--- src/rtl/rhb_pkg.sv ---
package rhb_pkg;
  typedef enum logic [1:0] {
    WALK_IDLE   = 2'd0,
    WALK_SQUASH = 2'd1,
    WALK_COMMIT = 2'd2,
    WALK_FLUSH  = 2'd3
  } walk_e;
endpackage

--- src/rtl/rhb_store.sv ---
module rhb_store #(
  parameter int DEPTH  = 8,
  parameter int SEQ_W  = 16,
  parameter int AREG_W = 5,
  parameter int PREG_W = 7,
  localparam int PTR_W = $clog2(DEPTH),
  localparam int REC_W = SEQ_W + AREG_W + 2 * PREG_W
) (
  input  logic              clk,
  input  logic              wr_en,
  input  logic [PTR_W-1:0]  wr_addr,
  input  logic [REC_W-1:0]  wr_rec,
  input  logic [PTR_W-1:0]  yng_addr,
  output logic [REC_W-1:0]  yng_rec,
  input  logic [PTR_W-1:0]  old_addr,
  output logic [REC_W-1:0]  old_rec
);
  // Distributed-RAM style: one write port, two asynchronous read ports.
  logic [REC_W-1:0] mem [DEPTH];

  always_ff @(posedge clk) begin
    if (wr_en) mem[wr_addr] <= wr_rec;
  end

  assign yng_rec = mem[yng_addr];
  assign old_rec = mem[old_addr];
endmodule

--- src/rtl/rhb_ctrl.sv ---
module rhb_ctrl
  import rhb_pkg::*;
#(
  parameter int DEPTH    = 8,
  parameter int SEQ_W    = 16,
  parameter int AREG_W   = 5,
  parameter int PREG_W   = 7,
  parameter int NUM_PHYS = 96,
  localparam int PTR_W = $clog2(DEPTH),
  localparam int CNT_W = PTR_W + 1,
  localparam int REC_W = SEQ_W + AREG_W + 2 * PREG_W
) (
  input  logic              clk,
  input  logic              rst,
  input  logic              push_valid,
  input  logic              commit_valid,
  input  logic [SEQ_W-1:0]  commit_seq,
  input  logic              squash_valid,
  input  logic [SEQ_W-1:0]  squash_seq,
  input  logic              flush,
  output logic              wr_en,
  output logic [PTR_W-1:0]  wr_addr,
  output logic [PTR_W-1:0]  yng_addr,
  input  logic [REC_W-1:0]  yng_rec,
  output logic [PTR_W-1:0]  old_addr,
  input  logic [REC_W-1:0]  old_rec,
  output logic              map_we,
  output logic [AREG_W-1:0] map_areg,
  output logic [PREG_W-1:0] map_preg,
  output logic              free_we,
  output logic [PREG_W-1:0] free_preg,
  output logic              rdy_we,
  output logic [PREG_W-1:0] rdy_preg,
  output logic              busy,
  output logic              full,
  output logic              empty
);
  localparam logic [PREG_W:0] SPECIAL_BASE = (PREG_W + 1)'(NUM_PHYS);

  walk_e            state_q;
  logic [SEQ_W-1:0] limit_q;
  logic [PTR_W-1:0] head_q, tail_q;
  logic [CNT_W-1:0] cnt_q;

  // Record fields: {seq, areg, pnew, pold}
  logic [SEQ_W-1:0]  y_seq, o_seq;
  logic [AREG_W-1:0] y_areg, o_areg;
  logic [PREG_W-1:0] y_pnew, y_pold, o_pnew, o_pold;
  assign {y_seq, y_areg, y_pnew, y_pold} = yng_rec;
  assign {o_seq, o_areg, o_pnew, o_pold} = old_rec;

  logic undo_walk, acc_flush, acc_squash, acc_commit, acc_push;
  logic sq_step, fl_step, cm_step, pop_young, pop_old, take_over;

  assign empty     = (cnt_q == '0);
  assign full      = (cnt_q == CNT_W'(DEPTH));
  assign busy      = (state_q != WALK_IDLE);
  assign undo_walk = (state_q == WALK_SQUASH) || (state_q == WALK_FLUSH);

  assign acc_flush  = flush && !undo_walk;
  assign acc_squash = squash_valid && !flush && !undo_walk;
  assign take_over  = acc_flush || acc_squash;
  assign acc_commit = commit_valid && !squash_valid && !flush && !busy;
  assign acc_push   = push_valid && !busy && !full && !commit_valid
                      && !squash_valid && !flush;

  assign sq_step = !take_over && state_q == WALK_SQUASH && !empty && (y_seq > limit_q);
  assign fl_step = !take_over && state_q == WALK_FLUSH && !empty;
  assign cm_step = !take_over && state_q == WALK_COMMIT && !empty && (o_seq <= limit_q);
  assign pop_young = sq_step || fl_step;
  assign pop_old   = cm_step;

  assign wr_en    = acc_push;
  assign wr_addr  = tail_q;
  assign yng_addr = tail_q - 1'b1;
  assign old_addr = head_q;

  always_ff @(posedge clk) begin
    if (rst) begin
      state_q <= WALK_IDLE;
      limit_q <= '0;
      head_q  <= '0;
      tail_q  <= '0;
      cnt_q   <= '0;
    end else begin
      if (acc_flush) begin
        state_q <= WALK_FLUSH;
      end else if (acc_squash) begin
        state_q <= WALK_SQUASH;
        limit_q <= squash_seq;
      end else if (acc_commit) begin
        state_q <= WALK_COMMIT;
        limit_q <= commit_seq;
      end else if (busy && !pop_young && !pop_old) begin
        state_q <= WALK_IDLE;
      end
      if (acc_push) begin
        tail_q <= tail_q + 1'b1;
        cnt_q  <= cnt_q + 1'b1;
      end else if (pop_young) begin
        tail_q <= tail_q - 1'b1;
        cnt_q  <= cnt_q - 1'b1;
      end else if (pop_old) begin
        head_q <= head_q + 1'b1;
        cnt_q  <= cnt_q - 1'b1;
      end
    end
  end

  always_ff @(posedge clk) begin
    if (rst) begin
      map_we    <= 1'b0;
      map_areg  <= '0;
      map_preg  <= '0;
      free_we   <= 1'b0;
      free_preg <= '0;
      rdy_we    <= 1'b0;
      rdy_preg  <= '0;
    end else begin
      map_we  <= pop_young;
      free_we <= pop_young || pop_old;
      rdy_we  <= pop_young && ({1'b0, y_pnew} >= SPECIAL_BASE);
      if (pop_young) begin
        map_areg  <= y_areg;
        map_preg  <= y_pold;
        free_preg <= y_pnew;
        rdy_preg  <= y_pnew;
      end else if (pop_old) begin
        free_preg <= o_pold;
      end
    end
  end
endmodule

--- src/rtl/rename_hist_buf.sv ---
module rename_hist_buf #(
  parameter int DEPTH    = 8,
  parameter int SEQ_W    = 16,
  parameter int AREG_W   = 5,
  parameter int PREG_W   = 7,
  parameter int NUM_PHYS = 96,
  localparam int PTR_W = $clog2(DEPTH),
  localparam int REC_W = SEQ_W + AREG_W + 2 * PREG_W
) (
  input  logic              clk,
  input  logic              rst,
  input  logic              push_valid,
  input  logic [SEQ_W-1:0]  push_seq,
  input  logic [AREG_W-1:0] push_areg,
  input  logic [PREG_W-1:0] push_pnew,
  input  logic [PREG_W-1:0] push_pold,
  input  logic              commit_valid,
  input  logic [SEQ_W-1:0]  commit_seq,
  input  logic              squash_valid,
  input  logic [SEQ_W-1:0]  squash_seq,
  input  logic              flush,
  output logic              map_we,
  output logic [AREG_W-1:0] map_areg,
  output logic [PREG_W-1:0] map_preg,
  output logic              free_we,
  output logic [PREG_W-1:0] free_preg,
  output logic              rdy_we,
  output logic [PREG_W-1:0] rdy_preg,
  output logic              busy,
  output logic              full,
  output logic              empty
);
  logic             wr_en;
  logic [PTR_W-1:0] wr_addr, yng_addr, old_addr;
  logic [REC_W-1:0] yng_rec, old_rec;

  rhb_store #(
    .DEPTH(DEPTH), .SEQ_W(SEQ_W), .AREG_W(AREG_W), .PREG_W(PREG_W)
  ) store_i (
    .clk      (clk),
    .wr_en    (wr_en),
    .wr_addr  (wr_addr),
    .wr_rec   ({push_seq, push_areg, push_pnew, push_pold}),
    .yng_addr (yng_addr),
    .yng_rec  (yng_rec),
    .old_addr (old_addr),
    .old_rec  (old_rec)
  );

  rhb_ctrl #(
    .DEPTH(DEPTH), .SEQ_W(SEQ_W), .AREG_W(AREG_W), .PREG_W(PREG_W),
    .NUM_PHYS(NUM_PHYS)
  ) ctrl_i (
    .clk          (clk),
    .rst          (rst),
    .push_valid   (push_valid),
    .commit_valid (commit_valid),
    .commit_seq   (commit_seq),
    .squash_valid (squash_valid),
    .squash_seq   (squash_seq),
    .flush        (flush),
    .wr_en        (wr_en),
    .wr_addr      (wr_addr),
    .yng_addr     (yng_addr),
    .yng_rec      (yng_rec),
    .old_addr     (old_addr),
    .old_rec      (old_rec),
    .map_we       (map_we),
    .map_areg     (map_areg),
    .map_preg     (map_preg),
    .free_we      (free_we),
    .free_preg    (free_preg),
    .rdy_we       (rdy_we),
    .rdy_preg     (rdy_preg),
    .busy         (busy),
    .full         (full),
    .empty        (empty)
  );
endmodule

--- config.mk ---
export PLATFORM = sky130hd
export DESIGN_NAME = rename_hist_buf
export DESIGN_NICKNAME = d
export VERILOG_FILES = /design/src/rtl/rhb_pkg.sv /design/src/rtl/rhb_store.sv /design/src/rtl/rhb_ctrl.sv /design/src/rtl/rename_hist_buf.sv
export SDC_FILE = /design/constraint.sdc
export NUM_CORES = 1
export LEC_CHECK = 0
export CAP_MARGIN = 30
export CORE_UTILIZATION = 30
export CTS_BUF_LIST = sky130_fd_sc_hd__clkbuf_8 sky130_fd_sc_hd__clkbuf_16
export CTS_CLUSTER_SIZE = 20
export DETAILED_ROUTE_END_ITERATION = 12
export GPL_TIMING_DRIVEN = 0
export SLEW_MARGIN = 20
export SYNTH_ARGS = -nofsm -noshare
export SYNTH_HDL_FRONTEND = slang
export SYNTH_SLANG_ARGS = --single-unit
export TNS_END_PERCENT = 20
--- constraint.sdc ---
create_clock -name clk -period 6.3 [get_ports clk]
set_clock_uncertainty 0.2 [all_clocks]
set_input_delay 0.945 -clock clk [delete_from_list [all_inputs] [get_ports clk]]
set_output_delay 0.945 -clock clk [all_outputs]
set_load 0.005 [all_outputs]
==> reports/summary.txt, run 1 <==
Setup crit end kind: flip-flop
Largest delay share family, worst path: buffers and inverters
initial antenna violation count: 3
Total Power: 6.91 mW
width of the die: 227 µm
Final Setup Violations: 0
hold_sp: ctrl_i.rdy_preg[6]$_SDFFE_PP0P_
DR vias: 8,977
first-pass GRT wire length: 60,800 µm
Via density: 5.11
compound-gate portion of the synthesized area: 4.13%
Post-Synth Simple-Gate Area: 4.95%
Adder-Cell Fraction of Synth Area: 3.19%
Critical Path, Cell by Cell: clkbuf_1 > buf_6 > inv_1 > ha_1 > xor2_1 > buf_2 > buf_4 > buf_2 > mux2_2 > ha_1 > and4_1 > and4_1 > nand2_1 > nand3b_1 > nor2_2 > buf_2 > buf_2 > nand2_1 > o22ai_1
Avg Cell Area, Syn: 17.1 µm²
Data required, critical path: 6.55 ns
Clock Sinks: 340
CTS H-Tree Depth: 2
Rows: 81
post-layout min period: 6.00 ns
largest family of logic cells by synthesized area: multiplexers
pin count of the biggest net entering global routing: 20
clock-pin slew on the worst setup and hold paths: 0.07 ns
WP data arrival: 6.25 ns
top cell type's share of synthesized area: 55.5%
final design utilization: 37.7%
slack of the critical path: 0.301 ns
Port Buffers: 103
number of synthesized flops with an enable pin: 280
MaxCap Viol Count: 0
drt first pass iters: 5
post-synthesis async set-or-reset flop share: 0%
Non-Filler Instances: 1,758
initial DRC count: 813
Initial Utilization: 30.7%
synth warn: 0
GR met1 Demand/Resource: 21.3%
drt wl/cell: 23.4 µm
unrepaired setup endpoints after global routing: false
Synth area leader: edfxtp_1
status: finished clean
met3 GRT Util: 3.02%
Final ANT Viol Nets: 0
cell count after synthesis: 886
Critical Path Source Type: flip-flop
CTS max path bufs: 3
CTS Root Cell: clkbuf_16
R2R cell count: 19
mux share of post-synthesis cell area: 21.8%
Yosys reg bits: 340
IO Pins: 105
pre-CTS setup slack: -1.13 ns
hold endpoint: ctrl_i.rdy_preg[6]$_SDFFE_PP0P_
Max Transition Viols Final: 0
Tightest Pin Transition: 0.963 ns
Skew-Pair Late Insertion Delay: 0.53 ns
hold_buf cts: 0
Final Cycle Share: 95.2%
largest cells by area after synthesis: edfxtp_1, mux4_2, dfxtp_1
sequential area share after synthesis: 63.5%
vias in the first global route: 9,320
met2 Use GR: 27.6%
Power per Cell Area: 371 nW/µm²
top_reg_cell synth: edfxtp_1
DRC viols: 0
GRT Overall Usage: 16.4%
Worst IR Drop VDD: 212 µV
Most Used Layer, Global Route: met2
Die Area: 51,400 µm²
CP max stage cell: buf_2
slowest stage delay, CP: 0.42 ns
FILL cells: 4,550
synth unique cells: 56
Layout Nets: 1,179
Layout Area Growth over Synthesis: 23.1%
Crit Path Class: flip-flop to flip-flop
LEAKAGE: 6.05 nW
gp weighted congestion: 0.798
Area after DPL: 17,500 µm²
Hold Vio Cnt, Final: 0
final global-route overflow total: 0
Post-Place Cells: 1,693
synthesized netlist net count: 997
Hold Path Depth: 2
max_slew headroom: 35.8%
reg-to-reg startpoint: ctrl_i.wr_addr[0]$_SDFFE_PP0P_
Ant. Diodes: 0
f_max: 0.167 GHz
Reg2Reg Capture Point: ctrl_i.free_preg[3]$_SDFFE_PP0P_
Layout Cell Area excl Fill: 18,600 µm²
CTS tree: done
mapped cell area: 15,100 µm²
Routed Wire Length: 41,100 µm
TritonCTS buffer count: 35
CP Buf/Inv Count: 8
post-synthesis xor/xnor area fraction: 0.231%
Die Height: 227 µm
DP Wirelength: 30,100 µm
most used cell, CP: buf_2
ratio of cells with drive above 1 in the final layout: 27.1%
largest fanout on the critical path: 19
Hold Crit Class: flip-flop to flip-flop
R2R setup slack: 0.30 ns
Core ar.: 49,400 µm²
-- what timing repair did --
action                     in CTS  in global routing
buffers inserted                0                  2
setup endpoints to repair      38                 26
pin swaps                       0                  1
gates resized for setup         7                  2
-- Yosys cell counts, drive strengths merged, types with 2 or more instances --
library cell,n
nand2,44
xnor2,2
buf,23
or2,2
edfxtp,280
ha,37
clkbuf,33
a211oi,18
a21o,5
nand3,23
a31oi,4
inv,23
mux4,116
nor2,47
mux2,40
a21oi,21
dfxtp,60
or3,6
or4,2
xor2,2
nor3,11
nand4,2
and3,3
o211ai,3
a311oi,16
o22ai,4
o21ai,9
nor4,4
mux2i,24
and4,4
-- metal layers --
metal	vias to the layer above	part of all wire, %
li1	3971	-
met1	4640	42
met2	282	49
met3	78	5.8
met4	6	2.2
met5	-	0.10
-- metrics by stage --
stage / hold slack [ns] / setup TNS [ns]
6_report: 0.281 / 0
5_1_grt: 0.309 / 0
4_1_cts: 0.281 / 0
3_5_place_dp: 0.270 / -32.80
3_3_place_gp: 0.249 / -663.16
2_1_floorplan: 0.253 / 0
-- final cells by class --
type,count,area (µm²),area share [%]
buffer,55,256,1.38
sequential,340,9610,51.6
clock inverter,26,161,0.866
inverter,23,86.3,0.463
tap,664,831,4.46
multi-input combinational,467,5250,28.2
timing repair buffer,146,1520,8.17
clock buffer,37,915,4.91
-- power by group --
group / switching, mW / internal, mW / total (mW)
Sequential: 0.0798 / 2.54 / 2.62
Clock: 0.859 / 1.10 / 1.95
Combinational: 1.24 / 1.10 / 2.34
-- worst max path at each step --
stage | depth (start not counted) | startpoint | slack, ns | end
5_1_grt | 19 | ctrl_i.wr_addr[0]$_SDFFE_PP0P_ | 0.07 | ctrl_i.rdy_preg[4]$_SDFFE_PP0P_
3_3_place_gp | 6 | flush | -5.24 | store_i.mem[0][16]$_DFFE_PP_
4_1_cts | 19 | ctrl_i.wr_addr[0]$_SDFFE_PP0P_ | 0.1 | ctrl_i.free_preg[3]$_SDFFE_PP0P_
2_1_floorplan | 5 | squash_valid | 0.41 | store_i.mem[0][0]$_DFFE_PP_
3_5_place_dp | 18 | ctrl_i.wr_addr[0]$_SDFFE_PP0P_ | -1.13 | ctrl_i.map_preg[2]$_SDFFE_PP0P_
6_report | 19 | ctrl_i.wr_addr[0]$_SDFFE_PP0P_ | 0.30 | ctrl_i.free_preg[3]$_SDFFE_PP0P_
-- registers in the layout, indices dropped and copies added, names as in the netlist, 2 cells and up, named ones only --
name	flops
store_i.mem	280
ctrl_i.limit_q	16
ctrl_i.free_preg	7
ctrl_i.map_preg	7
ctrl_i.rdy_preg	7
ctrl_i.map_areg	5
ctrl_i.cnt_q	4
ctrl_i.old_addr	3
ctrl_i.wr_addr	3
ctrl_i.state_q	2
-- layout by cell type, fill, tap and decap left out, types with 15 or more instances in the layout --
cell type        synthesis  layout
mux2_2                  40      40
buf_4                    1      15
a211oi_1                17      17
clkbuf_1                33      26
a311oi_1                16      16
ha_1                    37      37
buf_2                   19      25
mux4_2                 116     116
nor2_1                  47      43
clkbuf_16                0      36
clkdlybuf4s50_1          0     103
a21oi_1                 21      21
dfxtp_1                 60      60
nand3_1                 23      23
nand2_1                 44      44
inv_1                   22      30
edfxtp_1               280     280
mux2i_1                 24      24
buf_6                    1      19
-- worst min-delay path: cells and delay by family (launching register included) --
family | cells | cell delay [ns]
compound gates | 1 | 0.06
simple gates | 1 | 0.05
flops | 1 | 0.32
-- cells by family after synthesis --
| family | count (synthesis) |
|---|---|
| XOR/XNOR | 4 |
| multiplexers | 180 |
| flip-flops | 340 |
| AND/OR/NAND/NOR | 156 |
| AO/OA/AOI/OAI | 89 |
| buffers and inverters | 79 |
| adder cells (fa/ha/maj) | 38 |
Note: power is estimated with default switching activity, not from simulation.
==> run 2, diff against run 1 <==
CAP_MARGIN = unset   (was 30)
DONT_BUFFER_PORTS = 1   (was unset)
==> run 2 against run 1 <==
Net effect:
- first-iteration DRC count is 8.1% higher
- fmax grew 1.9%
- design area fell by 5.6%
- core utilization is 2.1 points lower
- combinational power fell by 8.5%
- die area did not move
- total power decreased by 2.1%
- critical endpoint is now ctrl_i.free_preg[4]$_SDFFE_PP0P_
- largest cell class unchanged
- highest routed layer is now met4
==> reports/summary.txt, run 2 (synthesis results as in run 1) <==
Area after DPL: 16,400 µm²
initial antenna violation count: 0
WP data arrival: 6.14 ns
f_max: 0.170 GHz
width of the die: 227 µm
drt first pass iters: 5
most used cell, CP: buf_2
CTS H-Tree Depth: 2
Hold Vio Cnt, Final: 0
Layout Area Growth over Synthesis: 16.1%
Port Buffers: 0
post-layout min period: 5.89 ns
Ant. Diodes: 0
FILL cells: 4,651
DR vias: 8,622
Clock Sinks: 340
Layout Cell Area excl Fill: 17,600 µm²
CP max stage cell: mux2_2
vias in the first global route: 8,681
CTS tree: done
Critical Path, Cell by Cell: clkbuf_1 > buf_6 > inv_1 > ha_1 > xor2_1 > buf_2 > buf_4 > clkbuf_4 > mux2_2 > ha_1 > and4_1 > and4_1 > nand2_1 > nand3b_1 > nor2_2 > buf_2 > buf_2 > nand2_1 > o22ai_1
MaxCap Viol Count: 0
sw power: 2.12 mW
Reg power frac: 38.9%
final global-route overflow total: 0
R2R cell count: 19
Power per Cell Area: 385 nW/µm²
slowest stage delay, CP: 0.38 ns
Tightest Pin Transition: 1.14 ns
GRT Overall Usage: 15.9%
pin count of the biggest net entering global routing: 20
P_int: 4.65 mW
drt wl/cell: 24.4 µm
Data required, critical path: 6.56 ns
ratio of cells with drive above 1 in the final layout: 29.7%
Layout Nets: 1,073
largest fanout on the critical path: 19
Critical Path End: ctrl_i.free_preg[4]$_SDFFE_PP0P_
Core ar.: 49,400 µm²
DP Wirelength: 29,500 µm
gp weighted congestion: 0.827
Final Cycle Share: 93.4%
Comb power frac: 31.6%
largest register by flop count: store_i.mem
Routed Wire Length: 40,400 µm
TritonCTS buffer count: 35
critical path launch point: ctrl_i.wr_addr[0]$_SDFFE_PP0P_
Total Power: 6.77 mW
Switching Share: 31.3%
number of flip-flops in the largest register: 280
Rows: 81
clock-pin slew on the worst setup and hold paths: 0.06 ns
clock network fraction of design power: 29.5%
Hold Crit Class: flip-flop to flip-flop
Skew-Pair Late Insertion Delay: 0.53 ns
most frequent cells in the layout: edfxtp_1, mux4_2, dfxtp_1, nand2_1, nor2_1
unrepaired setup endpoints after global routing: false
Critical Path Source Type: flip-flop
Final Setup Violations: 0
Fin Hold WS: 0.284 ns
biggest regs: store_i.mem x280, ctrl_i.limit_q x16
Initial Utilization: 30.7%
hold_buf cts: 0
commonest non-fill, non-tap cell in the layout: edfxtp_1
max_slew headroom: 24.1%
Via density: 5.22
LEAKAGE: 5.67 nW
Final ANT Viol Nets: 0
Die Height: 227 µm
initial DRC count: 879
Worst IR Drop VDD: 149 µV
Max Transition Viols Final: 0
Setup crit end kind: flip-flop
Crit Path Class: flip-flop to flip-flop
R2R setup slack: 0.41 ns
status: finished clean
first-pass GRT wire length: 58,600 µm
DRC viols: 0
CTS Root Cell: clkbuf_16
CTS max path bufs: 3
Die Area: 51,400 µm²
Reg2Reg Capture Point: ctrl_i.free_preg[4]$_SDFFE_PP0P_
IO Pins: 105
reg-to-reg startpoint: ctrl_i.wr_addr[0]$_SDFFE_PP0P_
run 2: how the worst min path moves through the flow:
stage,depth (start not counted),slack [ns],start,end
2_1_floorplan,2,0.25,ctrl_i.rdy_preg[1]$_SDFFE_PP0P_,ctrl_i.rdy_preg[1]$_SDFFE_PP0P_
3_3_place_gp,2,0.27,ctrl_i.limit_q[9]$_SDFFE_PP0P_,ctrl_i.limit_q[9]$_SDFFE_PP0P_
3_5_place_dp,2,0.28,ctrl_i.limit_q[1]$_SDFFE_PP0P_,ctrl_i.limit_q[1]$_SDFFE_PP0P_
4_1_cts,0,0.28,push_areg[0],store_i.mem[3][14]$_DFFE_PP_
5_1_grt,0,0.28,push_areg[0],store_i.mem[2][14]$_DFFE_PP_
6_report,2,0.28,ctrl_i.limit_q[15]$_SDFFE_PP0P_,ctrl_i.limit_q[15]$_SDFFE_PP0P_
run 2: critical path: cells and delay by family, from the launching register on:
family	cells	cell delay [ns]
multiplexers	1	0.38
buffers and inverters	8	2.52
AO/OA/AOI/OAI	1	0.17
adder cells (fa/ha/maj)	2	0.57
flip-flops	1	0.34
XOR/XNOR	1	0.32
AND/OR/NAND/NOR	6	1.30
run 2: power by group through the flow:
stage               clock network [mW]  logic, mW  registers (mW)
floorplan                            0       1.48            2.64
finish                            2.00       2.14            2.63
global route                      2.11       2.31            2.64
detailed placement                   0       2.12            2.68
global placement                     0       2.08            2.68
CTS                               2.03       2.13            2.63
run 2: final cells by class:
class / instances / area [µm²] / share of cell area, %
Clock inverter: 23 / 144 / 0.818
Inverter: 23 / 86.3 / 0.491
Buffer: 54 / 255 / 1.45
Multi-Input combinational cell: 467 / 5250 / 29.8
Timing Repair Buffer: 41 / 438 / 2.49
Sequential cell: 340 / 9610 / 54.7
Clock buffer: 41 / 970 / 5.52
Tap cell: 664 / 831 / 4.73
run 2: repair_timing:
item	CTS	global route
endpoints found under the setup margin	38	30
endpoints found under the hold margin	0	0
gates resized for setup	6	3
pin swaps	0	1
buffers inserted	0	3
run 2: metal layers:
| metal | wire length [µm] | global-route usage (%) |
|---|---|---|
| met1 | 16500 | 19.9 |
| met2 | 20300 | 26.9 |
| met3 | 2720 | 3.94 |
| met4 | 896 | 4.77 |
| met5 | 0 | 0 |
run 2: per-stage QoR:
step	cells	util, %	setup WS (ns)	TNS, ns
after global placement	1550	32.4	-4.53	-504.92
final	1653	35.6	0.414	0
after global routing	1653	35.6	0.103	0
after detailed placement	1588	33.3	-1.20	-37.04
after floorplan	886	-	0.407	0
after CTS	1650	35.6	0.0324	0
==> run 3, diff against run 2 <==
CAP_MARGIN = 25   (was unset)
CORE_UTILIZATION = 64   (was 30)
PLACE_DENSITY = 0.8   (was unset)
==> run 3 against run 2 <==
Net effect:
- die area fell by 53%
- fmax fell by 2.2%
- design area fell by 2.8%
- largest cell class unchanged
==> reports/summary.txt, run 3 (synthesis results as in run 1) <==
Max Transition Viols Final: 0
max_slew headroom: 35.3%
Final Cycle Share: 95.6%
Crit Path Class: flip-flop to flip-flop
drt first pass iters: 6
Hold Crit Class: flip-flop to flip-flop
CTS Root Cell: clkbuf_16
GRT Overall Usage: 32.7%
biggest regs: store_i.mem x280, ctrl_i.limit_q x16
DR vias: 9,286
Initial Utilization: 66.1%
Skew-Pair Late Insertion Delay: 0.52 ns
initial antenna violation count: 0
Final Setup Violations: 0
Comb power frac: 31.6%
clock-pin slew on the worst setup and hold paths: 0.06 ns
pre-CTS setup slack: -0.931 ns
MaxCap Viol Count: 0
Area after DPL: 15,900 µm²
DP Wirelength: 25,800 µm
Routed Wire Length: 38,600 µm
Layout Area Growth over Synthesis: 12.9%
most frequent cells in the layout: edfxtp_1, mux4_2, dfxtp_1, nand2_1, nor2_1
vias in the first global route: 9,470
commonest non-fill, non-tap cell in the layout: edfxtp_1
FILL cells: 1,299
hold_buf cts: 0
setup TNS: 0 ns
CTS tree: done
TritonCTS buffer count: 34
Hold Vio Cnt, Final: 0
Ant. Diodes: 0
P_int: 4.65 mW
f_max: 0.166 GHz
Total Power: 6.79 mW
WP data arrival: 6.25 ns
Critical Path Source Type: flip-flop
Switching Share: 31.5%
LEAKAGE: 5.59 nW
width of the die: 156 µm
drt wl/cell: 29.8 µm
CTS H-Tree Depth: 2
Via density: 7.18
IO Pins: 105
largest fanout on the critical path: 19
clock network fraction of design power: 29.6%
final global-route overflow total: 0
DRC viols: 0
gp weighted congestion: 0.899
Clock Sinks: 340
Fin Hold WS: 0.291 ns
number of flip-flops in the largest register: 280
Setup crit end kind: flip-flop
Tightest Pin Transition: 0.970 ns
Rows: 55
initial DRC count: 1,395
first-pass GRT wire length: 56,600 µm
Worst IR Drop VDD: 245 µV
unrepaired setup endpoints after global routing: false
pin count of the biggest net entering global routing: 20
CTS max path bufs: 3
post-layout min period: 6.02 ns
Layout Cell Area excl Fill: 17,100 µm²
Data required, critical path: 6.53 ns
Final ANT Viol Nets: 0
largest register by flop count: store_i.mem
Port Buffers: 0
Layout Nets: 1,066
Core ar.: 22,900 µm²
ratio of cells with drive above 1 in the final layout: 29.2%
Die Height: 156 µm
Reg power frac: 38.8%
Power per Cell Area: 397 nW/µm²
sw power: 2.14 mW
status: finished clean
Die Area: 24,300 µm²
slack of the critical path: 0.280 ns
[run 3: worst max-delay path: stages, from the launching register on]
cell	delay, ns
dfxtp_1	0.35
clkbuf_1	0.34
buf_6	0.33
inv_1	0.13
ha_1	0.26
xor2_2	0.27
buf_2	0.35
buf_4	0.32
buf_2	0.40
mux2_2	0.38
ha_1	0.33
and4_1	0.20
and4_1	0.23
nand2_1	0.12
nand3b_1	0.28
nor2_1	0.40
buf_2	0.34
buf_2	0.32
nand2_1	0.19
o22ai_1	0.18
[run 3: path summary, 6_finish.rpt]
check                                  from                          endpoint  slack [ns]  cells past startpoint
max          ctrl_i.wr_addr[0]$_SDFFE_PP0P_  ctrl_i.free_preg[1]$_SDFFE_PP0P_        0.28                     19
min          ctrl_i.limit_q[1]$_SDFFE_PP0P_    ctrl_i.limit_q[1]$_SDFFE_PP0P_        0.29                      2
max reg2reg  ctrl_i.wr_addr[0]$_SDFFE_PP0P_  ctrl_i.free_preg[1]$_SDFFE_PP0P_        0.28                     19
min reg2reg  ctrl_i.limit_q[1]$_SDFFE_PP0P_    ctrl_i.limit_q[1]$_SDFFE_PP0P_        0.29                      2
[run 3: final cells by class]
cell class | count | area [µm²] | area share (%)
buffer | 54 | 253 | 1.48
clock buffer | 35 | 865 | 5.06
clock inverter | 26 | 243 | 1.42
inverter | 23 | 86.3 | 0.505
multi-input combinational | 467 | 5260 | 30.8
sequential | 340 | 9610 | 56.2
tap | 313 | 392 | 2.29
timing repair buffer | 35 | 382 | 2.23
[run 3: per-stage QoR]
stage,instances,util (%)
after floorplan,886,-
after global placement,1199,67.8
after CTS,1292,74.4
after global routing,1293,74.6
final,1293,74.6
after detailed placement,1233,69.6
[run 3: power by group through the flow]
stage                     Combinational [mW]  Clock (mW)  Sequential [mW]
after floorplan                         1.48           0             2.64
after global placement                  1.99           0             2.67
after detailed placement                2.06           0             2.68
after CTS                               2.10        2.01             2.63
after global routing                    2.28        2.09             2.64
final                                   2.15        2.01             2.63
[run 3: routing by layer]
metal,global-route usage (%),share of wire (%)
met2,51.4,48
met5,0,0
met4,13.5,3.9
met3,7.89,12
met1,44.3,36
[run 3: repair_timing]
item                       in CTS  in global routing
setup endpoints to repair      38                 27
buffers inserted                0                  0
resized for setup               6                  4
